<file path="src/rtl/mbr_pkg.sv">
package mbr_pkg;

  localparam int unsigned MAX_AW = 64;

  typedef enum logic {BUS_SYS = 1'b0, BUS_LOC = 1'b1} bus_e;

  typedef struct packed {
    logic grant;
    logic refuse;
  } route_t;

  // Masked address compare on zero-extended operands.
  function automatic logic masked_eq(input logic [MAX_AW-1:0] a,
                                     input logic [MAX_AW-1:0] b,
                                     input logic [MAX_AW-1:0] m);
    return ((a ^ b) & m) == '0;
  endfunction

  // Asymmetric routing: a local source may only reach local-owned banks.
  function automatic route_t route_decide(input logic hit,
                                          input logic src_local,
                                          input logic bank_local);
    route_t r;
    r.grant  = hit && !(src_local && !bank_local);
    r.refuse = !r.grant;
    return r;
  endfunction

endpackage

</file>
<file path="src/rtl/mbr_bank_regs.sv">
module mbr_bank_regs #(
  parameter int unsigned AW    = 32,
  parameter int unsigned NBANK = 8,
  parameter int unsigned NMACH = 4,
  localparam int unsigned BW   = $clog2(NBANK),
  localparam int unsigned MW   = $clog2(NMACH)
) (
  input  logic                        clk,
  input  logic                        rst_n,
  input  logic                        bank_we,
  input  logic [BW-1:0]               bank_idx,
  input  logic [AW-1:0]               bank_base,
  input  logic [AW-1:0]               bank_mask,
  input  logic                        bank_valid,
  input  logic [MW-1:0]               bank_msel,
  input  logic                        mode_we,
  input  logic [MW-1:0]               mode_idx,
  input  logic                        mode_local,
  output logic [NBANK-1:0][AW-1:0]    base_q,
  output logic [NBANK-1:0][AW-1:0]    mask_q,
  output logic [NBANK-1:0]            valid_q,
  output logic [NBANK-1:0][MW-1:0]    msel_q,
  output logic [NMACH-1:0]            local_q
);

  for (genvar b = 0; b < NBANK; b++) begin : g_bank
    wire sel_w = bank_we && (bank_idx == BW'(b));
    always_ff @(posedge clk) begin
      if (!rst_n) begin
        base_q[b]  <= '0;
        mask_q[b]  <= '0;
        valid_q[b] <= 1'b0;
        msel_q[b]  <= '0;
      end else if (sel_w) begin
        base_q[b]  <= bank_base;
        mask_q[b]  <= bank_mask;
        valid_q[b] <= bank_valid;
        msel_q[b]  <= bank_msel;
      end
    end
  end

  for (genvar m = 0; m < NMACH; m++) begin : g_mode
    always_ff @(posedge clk) begin
      if (!rst_n)                                  local_q[m] <= 1'b0;
      else if (mode_we && (mode_idx == MW'(m)))    local_q[m] <= mode_local;
    end
  end

  AST_WRITE_LANDS: assert property (@(posedge clk) disable iff (!rst_n)
    bank_we |=> (valid_q[$past(bank_idx)] == $past(bank_valid)));

endmodule

</file>
<file path="src/rtl/mbr_match_pri.sv">
module mbr_match_pri
  import mbr_pkg::*;
#(
  parameter int unsigned AW    = 32,
  parameter int unsigned NBANK = 8,
  localparam int unsigned BW   = $clog2(NBANK)
) (
  input  logic [AW-1:0]               addr,
  input  logic [NBANK-1:0][AW-1:0]    base_q,
  input  logic [NBANK-1:0][AW-1:0]    mask_q,
  input  logic [NBANK-1:0]            valid_q,
  output logic [NBANK-1:0]            hit_vec,
  output logic [NBANK-1:0]            win_vec,
  output logic                        hit_any,
  output logic [BW-1:0]               win_idx
);

  for (genvar b = 0; b < NBANK; b++) begin : g_cmp
    assign hit_vec[b] = valid_q[b] &&
                        masked_eq(MAX_AW'(addr), MAX_AW'(base_q[b]), MAX_AW'(mask_q[b]));
  end

  // Scan from the top so the lowest hit is written last.
  always_comb begin
    win_idx = '0;
    win_vec = '0;
    for (int i = NBANK - 1; i >= 0; i--) begin
      if (hit_vec[i]) begin
        win_idx = BW'(i);
        win_vec = NBANK'(1) << i;
      end
    end
  end

  assign hit_any = |hit_vec;

  always_comb begin
    AST_ONE_WINNER: assert ($onehot0(win_vec));
    AST_WIN_IS_HIT: assert ((win_vec & ~hit_vec) == '0);
    AST_INVALID_QUIET: assert ((hit_vec & ~valid_q) == '0);
  end

endmodule

</file>
<file path="src/rtl/mem_bank_router.sv">
module mem_bank_router
  import mbr_pkg::*;
#(
  parameter int unsigned AW    = 32,
  parameter int unsigned NBANK = 8,
  parameter int unsigned NMACH = 4,
  localparam int unsigned BW   = $clog2(NBANK),
  localparam int unsigned MW   = $clog2(NMACH)
) (
  input  logic          clk,
  input  logic          rst_n,
  input  logic          bank_we,
  input  logic [BW-1:0] bank_idx,
  input  logic [AW-1:0] bank_base,
  input  logic [AW-1:0] bank_mask,
  input  logic          bank_valid,
  input  logic [MW-1:0] bank_msel,
  input  logic          mode_we,
  input  logic [MW-1:0] mode_idx,
  input  logic          mode_local,
  input  logic          req_valid,
  input  logic          req_src,
  input  logic [AW-1:0] req_addr,
  output logic          gnt_valid,
  output logic [BW-1:0] gnt_bank,
  output logic [MW-1:0] gnt_msel,
  output logic          gnt_bus,
  output logic          nohit
);

  logic [NBANK-1:0][AW-1:0] base_q, mask_q;
  logic [NBANK-1:0]         valid_q;
  logic [NBANK-1:0][MW-1:0] msel_q;
  logic [NMACH-1:0]         local_q;

  mbr_bank_regs #(.AW(AW), .NBANK(NBANK), .NMACH(NMACH)) u_regs (
    .clk, .rst_n, .bank_we, .bank_idx, .bank_base, .bank_mask,
    .bank_valid, .bank_msel, .mode_we, .mode_idx, .mode_local,
    .base_q, .mask_q, .valid_q, .msel_q, .local_q
  );

  logic [NBANK-1:0] hit_vec, win_vec;
  logic             hit_any;
  logic [BW-1:0]    win_idx;

  mbr_match_pri #(.AW(AW), .NBANK(NBANK)) u_match (
    .addr(req_addr), .base_q, .mask_q, .valid_q,
    .hit_vec, .win_vec, .hit_any, .win_idx
  );

  // Named internal events
  wire [MW-1:0] win_msel   = msel_q[win_idx];
  wire          win_local  = local_q[win_msel];
  route_t       rt;
  assign rt = route_decide(hit_any, req_src, win_local);
  wire          ev_grant   = req_valid && rt.grant;
  wire          ev_refuse  = req_valid && rt.refuse;
  wire          ev_cross   = ev_grant && !req_src && win_local;

  always_ff @(posedge clk) begin
    if (!rst_n) begin
      gnt_valid <= 1'b0;
      nohit     <= 1'b0;
      gnt_bank  <= '0;
      gnt_msel  <= '0;
      gnt_bus   <= BUS_SYS;
    end else begin
      gnt_valid <= ev_grant;
      nohit     <= ev_refuse;
      gnt_bank  <= ev_grant ? win_idx  : '0;
      gnt_msel  <= ev_grant ? win_msel : '0;
      gnt_bus   <= ev_grant ? win_local : BUS_SYS;
    end
  end

  AST_EXCLUSIVE: assert property (@(posedge clk) disable iff (!rst_n)
    !(gnt_valid && nohit));
  AST_QUIET_FIELDS: assert property (@(posedge clk) disable iff (!rst_n)
    !gnt_valid |-> (gnt_bank == '0 && gnt_msel == '0 && !gnt_bus));
  AST_STROBE_ANSWERED: assert property (@(posedge clk) disable iff (!rst_n)
    req_valid |=> (gnt_valid || nohit));
  AST_NO_SPURIOUS: assert property (@(posedge clk) disable iff (!rst_n)
    !req_valid |=> !(gnt_valid || nohit));
  AST_LOCAL_STAYS_LOCAL: assert property (@(posedge clk) disable iff (!rst_n)
    (req_valid && req_src) |=> (!gnt_valid || gnt_bus));
  AST_CROSS_FORWARD: assert property (@(posedge clk) disable iff (!rst_n)
    ev_cross |=> (gnt_valid && gnt_bus));

endmodule

</file>
<file path="config.mk">
export PLATFORM = sky130hd
export DESIGN_NAME = mem_bank_router
export DESIGN_NICKNAME = d
export VERILOG_FILES = /design/src/rtl/mbr_pkg.sv /design/src/rtl/mbr_bank_regs.sv /design/src/rtl/mbr_match_pri.sv /design/src/rtl/mem_bank_router.sv
export SDC_FILE = /design/constraint.sdc
export NUM_CORES = 2
export LEC_CHECK = 0
export BUFFER_PORTS_ARGS = -buffer_cell sky130_fd_sc_hd__clkbuf_2
export CORE_ASPECT_RATIO = 1.2
export CORE_UTILIZATION = 55
export CTS_CLUSTER_SIZE = 12
export DETAILED_ROUTE_END_ITERATION = 12
export PLACE_DENSITY = 0.8
export SETUP_SLACK_MARGIN = 0.05
export SLEW_MARGIN = 40
export SYNTH_ARGS = -nofsm -noshare
export SYNTH_HDL_FRONTEND = slang
export SYNTH_SLANG_ARGS = --single-unit
export TNS_END_PERCENT = 10
</file>
<file path="constraint.sdc">
create_clock -name clk -period 4.2 [get_ports clk]
set_input_delay 0.84 -clock clk [delete_from_list [all_inputs] [get_ports clk]]
set_output_delay 0.84 -clock clk [all_outputs]
set_load 0.01 [all_outputs]
</file>
-- Word level (Yosys, flattened, before mapping)
Index checks and enable logic that the tools add are counted.
- shift operators: 0
- div/mod/pow operators: 0
- order comparisons: 2
- eq/ne operators: 10
- multiply operators: 0
- add/subtract/negate cells: 0
- multiplexer cells: 12
- bitwise operators: 16
- reductions and logical operators: 39
- operators by type and width (kind ; count):
    AND 64 x 32 -> 64 bit ; 8
    logical NOT 64 bit ; 8
    XOR 32 bit ; 8
    logical AND 1 bit ; 24
    2-to-1 mux 3 bit ; 8
    == test 3 bit, second input constant ; 4
    OR reduction 8 bit ; 1
    binary-select mux 2 bit (select 3 bit) ; 1
    == test 3 x 2 -> 1 bit, second input constant ; 2
    == test 2 bit, second input constant ; 2
    less-than comparator 3 x 4 -> 1 bit, second input constant ; 1
    == test 3 x 1 -> 1 bit, second input constant ; 1
    logical NOT 1 bit ; 3
    logical NOT 3 bit ; 1
    less-than comparator 2 x 3 -> 1 bit, second input constant ; 1
    binary-select mux 1 bit (select 2 bit) ; 1
    == test 2 x 1 -> 1 bit, second input constant ; 1
    logical NOT 2 bit ; 1
    2-to-1 mux 2 bit ; 1
    AND reduction 2 bit ; 1
    2-to-1 mux 1 bit ; 1
- bits in latches: 0
- output and inout port bits: 8
- bits in registers: 548
- memory bits (writable): 0
- bits of input ports: 111
- logic and storage cells: 120
- memory bits (read-only): 0
- memories: 0

-- Longest topological paths before layout
Gate-level depths: netlist of run 1.
- depth after elaboration: 22
- mapped depth: 13

-- By module
A second synthesis of run 1 with hierarchy kept.
- cells, all modules: 2351
- area, all modules: 23677.7 um^2
- by module, submodules not included (module ; seq. area each (um^2) ; cells an instance ; times used ; area each (um^2)):
    mbr_bank_regs ; 10810.4 ; 1831 ; 1 ; 19359.8
    mbr_match_pri ; 0.0 ; 486 ; 1 ; 3877.5
    mem_bank_router ; 160.2 ; 34 ; 1 ; 440.4

-- Worst setup path before layout of run 1
Ideal clock, no wire load.
- kind: input-to-reg
- from: in req_addr[29]
- to: reg gnt_bank[0]
- required time: 4114 ps
- setup slack: 474 ps
- data arrival time: 3640 ps
- path buffers: 1
- stages on the path: 13
- cells stage by stage: buf_2 > xor2_1 > a22oi_1 > nand4_1 > or4_1 > o211ai_1 > a311oi_2 > mux2i_1 > a2111oi_1 > a21oi_2 > mux2i_1 > mux2_4 > a211oi_1
- longest elaborated chain between the ends: 22
- elaborated cells between the ends (all ways): 51
- classes of those cells: mux (12); bitwise (16); reduce/logical (23)
- RTL lines (what ; RTL line ; text):
    start, declared ; mem_bank_router.sv:23 ; input logic [AW-1:0] req_addr,
    XOR 32 bit ; mbr_pkg.sv:16 ; return ((a ^ b) & m) == '0;
    AND 64 x 32 -> 64 bit ; mbr_pkg.sv:16 ;
    logical NOT 64 bit ; mbr_pkg.sv:16 ;
    logical AND 1 bit ; mbr_match_pri.sv:19 ; assign hit_vec[b] = valid_q[b] &&
    2-to-1 mux 3 bit (8 in series) ; mbr_match_pri.sv:28 ; if (hit_vec[i]) begin
    binary-select mux 2 bit (select 3 bit) ; mem_bank_router.sv:52 ; wire [MW-1:0] win_msel = msel_q[win_idx];
    2-to-1 mux 2 bit (not written as such) ; mem_bank_router.sv:52 ;
    binary-select mux 1 bit (select 2 bit) ; mem_bank_router.sv:53 ; wire win_local = local_q[win_msel];
    2-to-1 mux 1 bit (not written as such) ; mem_bank_router.sv:53 ;
    logical NOT 1 bit ; mbr_pkg.sv:24 ; r.grant = hit && !(src_local && !bank_local);
    logical AND 1 bit ; mbr_pkg.sv:24 ;
    logical NOT 1 bit ; mbr_pkg.sv:24 ;
    logical AND 1 bit ; mbr_pkg.sv:24 ;
    logical AND 1 bit ; mem_bank_router.sv:56 ; wire ev_grant = req_valid && rt.grant;
    AND reduction 2 bit (no line) ; - ;
    end signal, assigned ; mem_bank_router.sv:70 ; gnt_bank <= ev_grant ? win_idx : '0;
    end, declared ; mem_bank_router.sv:25 ; output logic [BW-1:0] gnt_bank,
Parallel ways exist; a longest one is shown, timed or not. The select of a mux whose other input is x is not followed.
A chain may end at the register's enable or synchronous reset.

-- Final worst setup path of run 1
- from: in req_addr[2]
- to: reg gnt_bank[1]
The elaborated chain is that of the path after synthesis.

==> metrics.csv, run 1 <==
stage,metric,value,unit
status,status,"complete, no violations",
die,die area,47580,sq um
timing,Tcrit/Tclk final,96.51,%
synth,Post-Syn Area per Cell,8.117,sq um
synth,post-synthesis sequential area ratio,42.70,%
clock_network,Root Buffer,clkbuf_16,
min_path,Hold WC Path Type,input port to flip-flop,
routing,Pre-antenna DRT Iters,6,
synth,ys flop type,dfxtp_1,
place,Placed Area,27920,sq um
finish,synthesis-to-finish area growth,15.32,%
synth,Yosys cell types,58,
clock_network,# resized after CTS,0,
timing,RSZ-0062 raised after global routing,false,
synth,Mapped Nets,3276,
timing,"Slew Viols, Final",0,
timing,clk_skew,0.03520,ns
place,hpwl dp,81570,um
synth,Syn Inst Count,3165,
clock_network,"Clk Latency, worst-skew pair",0.65,ns
place,post-placement setup slack,-0.3926,ns
finish,layout cell share with drive strength beyond 1,13.84,%
clock_network,H-tree depth,2,
clock_network,# Post-CTS Setup Buffers,0,
synth,Post-synth EDFFs,0,
setup_path,Critical Path Sink Type,flip-flop,
clock_network,clk sinks,548,
setup_path,CP max FO,6,
setup_path,CP required,4.73,ns
timing,Achievable Freq,246.7,MHz
place,GPL Wtd Cong,1.076,
synth,Ys Warns,0,
global_route,vias in the first global route,23140,
die,core area,46050,sq um
routing,wire per inst,29.03,um
global_route,largest net degree at the start of global routing,154,
finish,"commonest non-fill, non-tap cell in the layout",nand2_1,
timing,worst slew pin tran,0.9446,ns
routing,drt total wl,114700,um
finish,fill cell count,3990,
pwr,PwrDens,390.8,nW/um^2
clock_network,hold bufs inserted after CTS,0,
global_route,grt ovf,0,
routing,First DRT Iteration DRCs,3159,
setup_path,Setup Crit Path Kind,input port to flip-flop,
place,port bufs,118,
clock_network,number of CTS-inserted buffers,56,
global_route,antenna violations before repair,7,
pwr,Static Leak,11.20,nW
clock_network,TritonCTS clock tree,done,
synth,Yosys reg bits,548,
finish,post-route cell area,29620,sq um
finish,Final Net Count,3410,
routing,total number of vias,24711,
timing,"Setup violations, final",0,
timing,Fin. Hold Viols,0,
synth,synthesized area,25690,sq um
run,MaxCap Viol Count,0,
die,I/O pin count,119,
die,Site Rows,86,
clock_network,clock buffer depth,3,
timing,headroom to the max-slew limit,36.88,%
setup_path,critical path arrival,4.58,ns
pwr,VDD IR max,0.3407,mV
global_route,first-pass GRT wire length,160800,um
synth,asr flop ratio synth,0,%
finish,most frequent cells in the layout,"nand2_1 (1165), dfxtp_1 (548), a21boi_0 (536)",
finish,Multi-input gate area,13520,sq um
routing,Vias/cell,6.253,
routing,Routed Antenna Nets,0,
timing,min Tclk post-route,4.053,ns
die,DIE WIDTH,199.3,um
die,Die Y-Extent,238.8,um
routing,DRC violations left,0,
global_route,Overall Global Routing Usage,48.00,%
timing,Setup WS post-layout,0.1466,ns
setup_path,CP startpoint kind,input port,
finish,register area,10970,sq um
setup_path,r2r setup slk,0.32,ns
die,Initial Util,55.78,%
clock_network,Clock Pin Slew Worst Setup and Hold Paths,0.06,ns
[synthesized netlist by cell type (14+ instances only)]
master | count | area (sq um)
a22oi_1 | 155 | 1164
a21boi_0 | 536 | 4024
nand3_1 | 23 | 115.1
xor2_1 | 255 | 2233
buf_2 | 26 | 130.1
buf_4 | 40 | 300.3
buf_1 | 14 | 52.55
nand2_1 | 1168 | 4384
nand4_1 | 58 | 362.9
clkbuf_2 | 29 | 145.1
dfxtp_1 | 548 | 10970
clkbuf_1 | 159 | 596.8
[cells by family (layout without fill, tap and decap cells)]
| group | after synthesis | count (layout) | synth area share (%) |
|---|---|---|---|
| mux | 11 | 11 | 0.4578 |
| other cells | 0 | 6 | 0 |
| compound gates | 749 | 749 | 22.27 |
| xor+xnor | 256 | 256 | 8.757 |
| simple gates | 1320 | 1320 | 20.70 |
| buf+inv | 281 | 446 | 5.104 |
| flops | 548 | 548 | 42.70 |
[metal layers]
| metal | global-route usage [%] | vias up | share of wire, % |
|---|---|---|---|
| li1 | - | 10781 | - |
| met1 | 60.77 | 11806 | 37 |
| met2 | 68.37 | 1675 | 41 |
| met3 | 13.91 | 443 | 13 |
| met4 | 36.62 | 6 | 8.9 |
| met5 | 0 | - | 0.031 |
[sequential cells by signal, summed over array words and instances (netlist names)]
register,flops
gnt_bank,3
gnt_bus,1
gnt_msel,2
gnt_valid,1
nohit,1
u_regs.base_q,256
u_regs.local_q,4
u_regs.mask_q,256
u_regs.msel_q,16
u_regs.valid_q,8
[critical path: stages]
cell	delay, ns
clkbuf_2	0.27
xor2_1	0.22
a22oi_1	0.37
nand4_1	0.14
or4_1	0.55
o211ai_1	0.18
buf_4	0.17
a311oi_2	0.10
buf_4	0.17
mux2i_1	0.11
a2111oi_1	0.47
buf_4	0.20
a21oi_2	0.05
mux2i_1	0.16
mux2_4	0.32
a211oi_1	0.26
[per-stage QoR]
step	TNS [ns]	power, mW	hold WS [ns]	std cells	util, %
2_1_floorplan	0	6.142	0.4428	3165	-
3_3_place_gp	-1.639	6.772	0.4501	3855	60.47
3_5_place_dp	-2.256	6.795	0.4590	3857	60.61
4_1_cts	0	11.51	0.4357	3946	64.29
5_1_grt	0	11.81	0.4690	3948	64.30
6_report	0	11.58	0.4596	3952	64.33
[final timing paths]
check,from,end,cells past startpoint
max,req_addr[2],gnt_bank[1],16
max reg2reg,u_regs.base_q[194],gnt_bank[1],15
min,req_valid,nohit,3
min reg2reg,u_regs.mask_q[183],u_regs.mask_q[183],2
[where the power goes]
part / switching (mW) / internal, mW / leakage (nW)
registers: 0.0953 / 5.31 / 4.43
logic: 0.901 / 0.449 / 5.93
clock network: 2.14 / 2.68 / 0.835
total: 3.14 / 8.44 / 11.2
[cell type report]
| class | instances | area share [%] |
|---|---|---|
| Clock inverter | 10 | 0.3168 |
| Multi-Input combinational cell | 2336 | 45.64 |
| Timing Repair Buffer | 349 | 8.857 |
| Antenna cell | 6 | 0.05068 |
| Tap cell | 616 | 2.602 |
| Clock buffer | 79 | 5.402 |
| Inverter | 8 | 0.1014 |
| Sequential cell | 548 | 37.03 |
(Power assumes the default switching activity.)
==> run 2, diff against run 1 <==
Settings changed: ABC_AREA set to 1, PLACE_DENSITY 0.8 to 0.82.
Clock period 4.2 ns to 3.5 ns, I/O delays scaled along.
==> run 2 against run 1 <==
  * Non-clock buffer count down 117
  * Routed wire length down 13%
  * Combinational power up 11%
  * Critical endpoint is now gnt_valid
  * Highest routed layer unchanged
==> metrics.csv, run 2 <==
stage,metric,value,unit,change
finish,register area,10970,sq um,unchanged
global_route,Overall Global Routing Usage,42.11,%,-5.9 points
routing,met2 wire len,41880,um,-10%
setup_path,r2r setup slk,0.52,ns,+0.20 ns
finish,post-route cell area,28630,sq um,-3.4%
global_route,vias in the first global route,24306,,+5.0%
timing,"Slew Viols, Final",0,,unchanged
setup_path,most frequent cell on the critical path,nand2_1,,
finish,Final Net Count,3995,,+17%
synth,Yosys reg bits,548,,unchanged
timing,worst slew pin tran,0.8674,ns,-0.07721 ns
synth,Adder-Cell Fraction of Synth Area,0,%,unchanged
routing,total number of vias,26556,,+7.5%
die,Site Rows,86,,unchanged
timing,RSZ-0062 raised after global routing,false,,
synth,largest family of logic cells by synthesized area,simple AND/OR/NAND/NOR gates,,
pwr,VDD IR max,0.4823,mV,+42%
clock_network,number of CTS-inserted buffers,55,,-1.8%
timing,Tcrit/Tclk final,85.15,%,
synth,Synth top area share,42.90,%,+0.20 points
global_route,antenna violations before repair,10,,+3
die,DIE WIDTH,198.8,um,-0.23%
synth,XOR/XNOR share of the synthesized area,0.7878,%,-8.0 points
routing,WL met1,37560,um,-12%
setup_path,CP startpoint kind,flip-flop,,
setup_path,CP max stage delay,0.47,ns,-0.08 ns
timing,clk_skew,0.03231,ns,-0.002889 ns
synth,"top cells by area, synth","dfxtp_1 (43%), nor2_1 (14%), o21ai_0 (11%), nand2_1 (8.6%), nand3_1 (4.0%)",,
routing,max layer used,met5,,
synth,Simple-Gate Fraction of Synth Area,32.91,%,+12 points
finish,fill cell count,4145,,+3.9%
finish,Largest regs,"u_regs.base_q: 256 flops, u_regs.mask_q: 256 flops, u_regs.msel_q: 16 flops",,
routing,First DRT Iteration DRCs,3086,,-2.3%
timing,Achievable Freq,335.5,MHz,
setup_path,"critical path, cell by cell","o21ai_0, o21ai_0, nor3_1, nand3_1, nand2_1, nand2_1, nand2_1, nand2_4, nand2_4, nand2_1, nand3_1, nand3_1, nand2_1, inv_1, nand3_1, nand3_2, nand3_4, inv_1",,
synth,mux cell area share after synthesis,0,%,-0.46 points
pwr,Static Leak,13.21,nW,+18%
global_route,first-pass GRT wire length,148600,um,-7.6%
die,core area,45950,sq um,-0.23%
global_route,grt ovf,0,,unchanged
timing,Fin. Hold Viols,0,,unchanged
synth,Synth top cells by count,"nor2_1 (963), nand2_1 (583), o21ai_0 (566)",,
synth,Synth Area in Compound Gates,15.22,%,-7.1 points
place,GPL Wtd Cong,1.112,,+3.3%
clock_network,clk sinks,548,,unchanged
setup_path,Worst path slowest cell,o21ai_0,,
synth,Ys Warns,0,,unchanged
routing,Routed Antenna Nets,0,,unchanged
finish,"commonest non-fill, non-tap cell in the layout",nor2_1,,
timing,TNS Setup,0,ns,unchanged
place,hpwl dp,71190,um,-13%
clock_network,clock buffer depth,3,,unchanged
die,Die Y-Extent,238.2,um,-0.23%
finish,layout cell share with drive strength beyond 1,9.793,%,-4.1 points
status,status,"complete, no violations",,
clock_network,hold bufs inserted after CTS,0,,unchanged
synth,ys flop type,dfxtp_1,,
setup_path,Setup Crit Path Kind,flip-flop to flip-flop,,
clock_network,TritonCTS clock tree,done,,
routing,WL met3,12170,um,-19%
timing,min Tclk post-route,2.980,ns,
clock_network,H-tree depth,2,,unchanged
routing,Pre-antenna DRT Iters,6,,unchanged
run,MaxCap Viol Count,0,,unchanged
clock_network,"Clk Latency, worst-skew pair",0.64,ns,about the same
synth,Syn Inst Count,3835,,+21%
finish,Multi-input gate area,12570,sq um,-7.0%
clock_network,Clock Pin Slew Worst Setup and Hold Paths,0.06,ns,about the same
routing,DRC violations left,0,,unchanged
setup_path,Critical Path Sink Type,flip-flop,,
setup_path,worst path bufs/invs,2,,-2
pwr,PwrDens,479.2,nW/um^2,+23%
timing,"Setup violations, final",0,,unchanged
place,Placed Area,26970,sq um,-3.4%
die,Initial Util,55.65,%,-0.13 points
synth,asr flop ratio synth,0,%,unchanged
synth,post-synth top area cell,dfxtp_1,,
die,I/O pin count,119,,unchanged
place,port bufs,118,,unchanged
setup_path,critical path arrival,3.48,ns,-1.10 ns
synth,post-synthesis sequential area ratio,42.90,%,+0.20 points
die,die area,47360,sq um,-0.46%
setup_path,CP max FO,8,,+2
synth,Post-synth EDFFs,0,,unchanged
clock_network,# resized after CTS,0,,unchanged
setup_path,CP required,4.00,ns,-0.73 ns
routing,Vias/cell,5.854,,-6.4%
clock_network,Root Buffer,clkbuf_16,,
finish,synthesis-to-finish area growth,11.97,%,
synth,Mapped Nets,3946,,+20%
synth,most frequent cell after synthesis,nor2_1,,
synth,synthesized area,25570,sq um,-0.47%
routing,drt total wl,99420,um,-13%
timing,headroom to the max-slew limit,42.17,%,+5.3 points
synth,Yosys cell types,41,,-29%
setup_path,Top delay family on crit path,simple AND/OR/NAND/NOR gates,,
clock_network,# Post-CTS Setup Buffers,0,,unchanged
routing,wire per inst,21.92,um,-24%
finish,most frequent cells in the layout,"nor2_1 (955), nand2_1 (583), o21ai_0 (566)",,
synth,Post-Syn Area per Cell,6.667,sq um,-18%
global_route,largest net degree at the start of global routing,138,,-10%
min_path,Hold WC Path Type,input port to flip-flop,,
==> run 2: cell count changes after synthesis, moves of 30 or more <==
cell and change:
nand2_1 -585, a22oi_1 -155, inv_1 +246, buf_4 -30
nand4_1 +36, nand3_1 +182, a21oi_1 +182, a21boi_0 -536
xor2_1 -232, o21ai_0 +565, nor2_1 +952
==> run 2: power by group <==
part           switching [mW]  internal, mW  total, mW  leakage [nW]
sequential              0.124          6.46       6.58          4.45
clock                    2.48          3.16       5.64         0.806
combinational            1.03         0.469       1.50          7.95
==> run 2: final timing paths <==
| kind | depth (start not counted) | endpoint | startpoint |
|---|---|---|---|
| worst min-delay path | 3 | nohit | req_valid |
| worst max-delay path | 18 | gnt_valid | u_regs.base_q[149] |
| worst max register to register | 18 | gnt_valid | u_regs.base_q[149] |
| worst min register to register | 2 | u_regs.mask_q[0] | u_regs.mask_q[0] |
==> run 2: per-stage QoR <==
step                hold slack, ns  utilization [%]  cells  power, mW  setup slack (ns)
floorplan                   0.4237                -   3835      7.610            0.8150
global placement            0.4318            58.69   4443      8.133           0.08824
detailed placement          0.4359            58.69   4443      8.154           0.05791
CTS                         0.3079            62.26   4527      13.67            0.6094
global route                0.3438            62.26   4527      14.12            0.3086
finish                      0.3165            62.31   4536      13.72            0.5196
==> run 2: worst min-delay path: stages <==
cell and delay, ns:
clkbuf_2 0.08, nand2_1 0.06, a21oi_1 0.04
==> run 2: cell families (layout without fill, tap and decap cells) <==
logic type | count (synthesis) | in the layout
simple gates | 1991 | 1991
xor+xnor | 23 | 23
compound gates | 769 | 769
other cells | 0 | 9
flops | 548 | 548
buf+inv | 504 | 580
==> run 2: final cells by class <==
class,instances,share of cell area (%)
clock inverters,10,0.3977
flip-flops and latches,548,38.32
well taps,616,2.692
repair buffers,232,5.786
clock buffers,74,5.336
inverters,264,3.492
diodes,9,0.07866
multi-input cells,2783,43.90
==> run 2: layer usage <==
metal / global-route usage (%) / up-vias
met4: 28.97 / 2
met1: 51.99 / 12228
li1: - / 12489
met3: 12.33 / 389
met2: 62.97 / 1448
met5: 0 / -
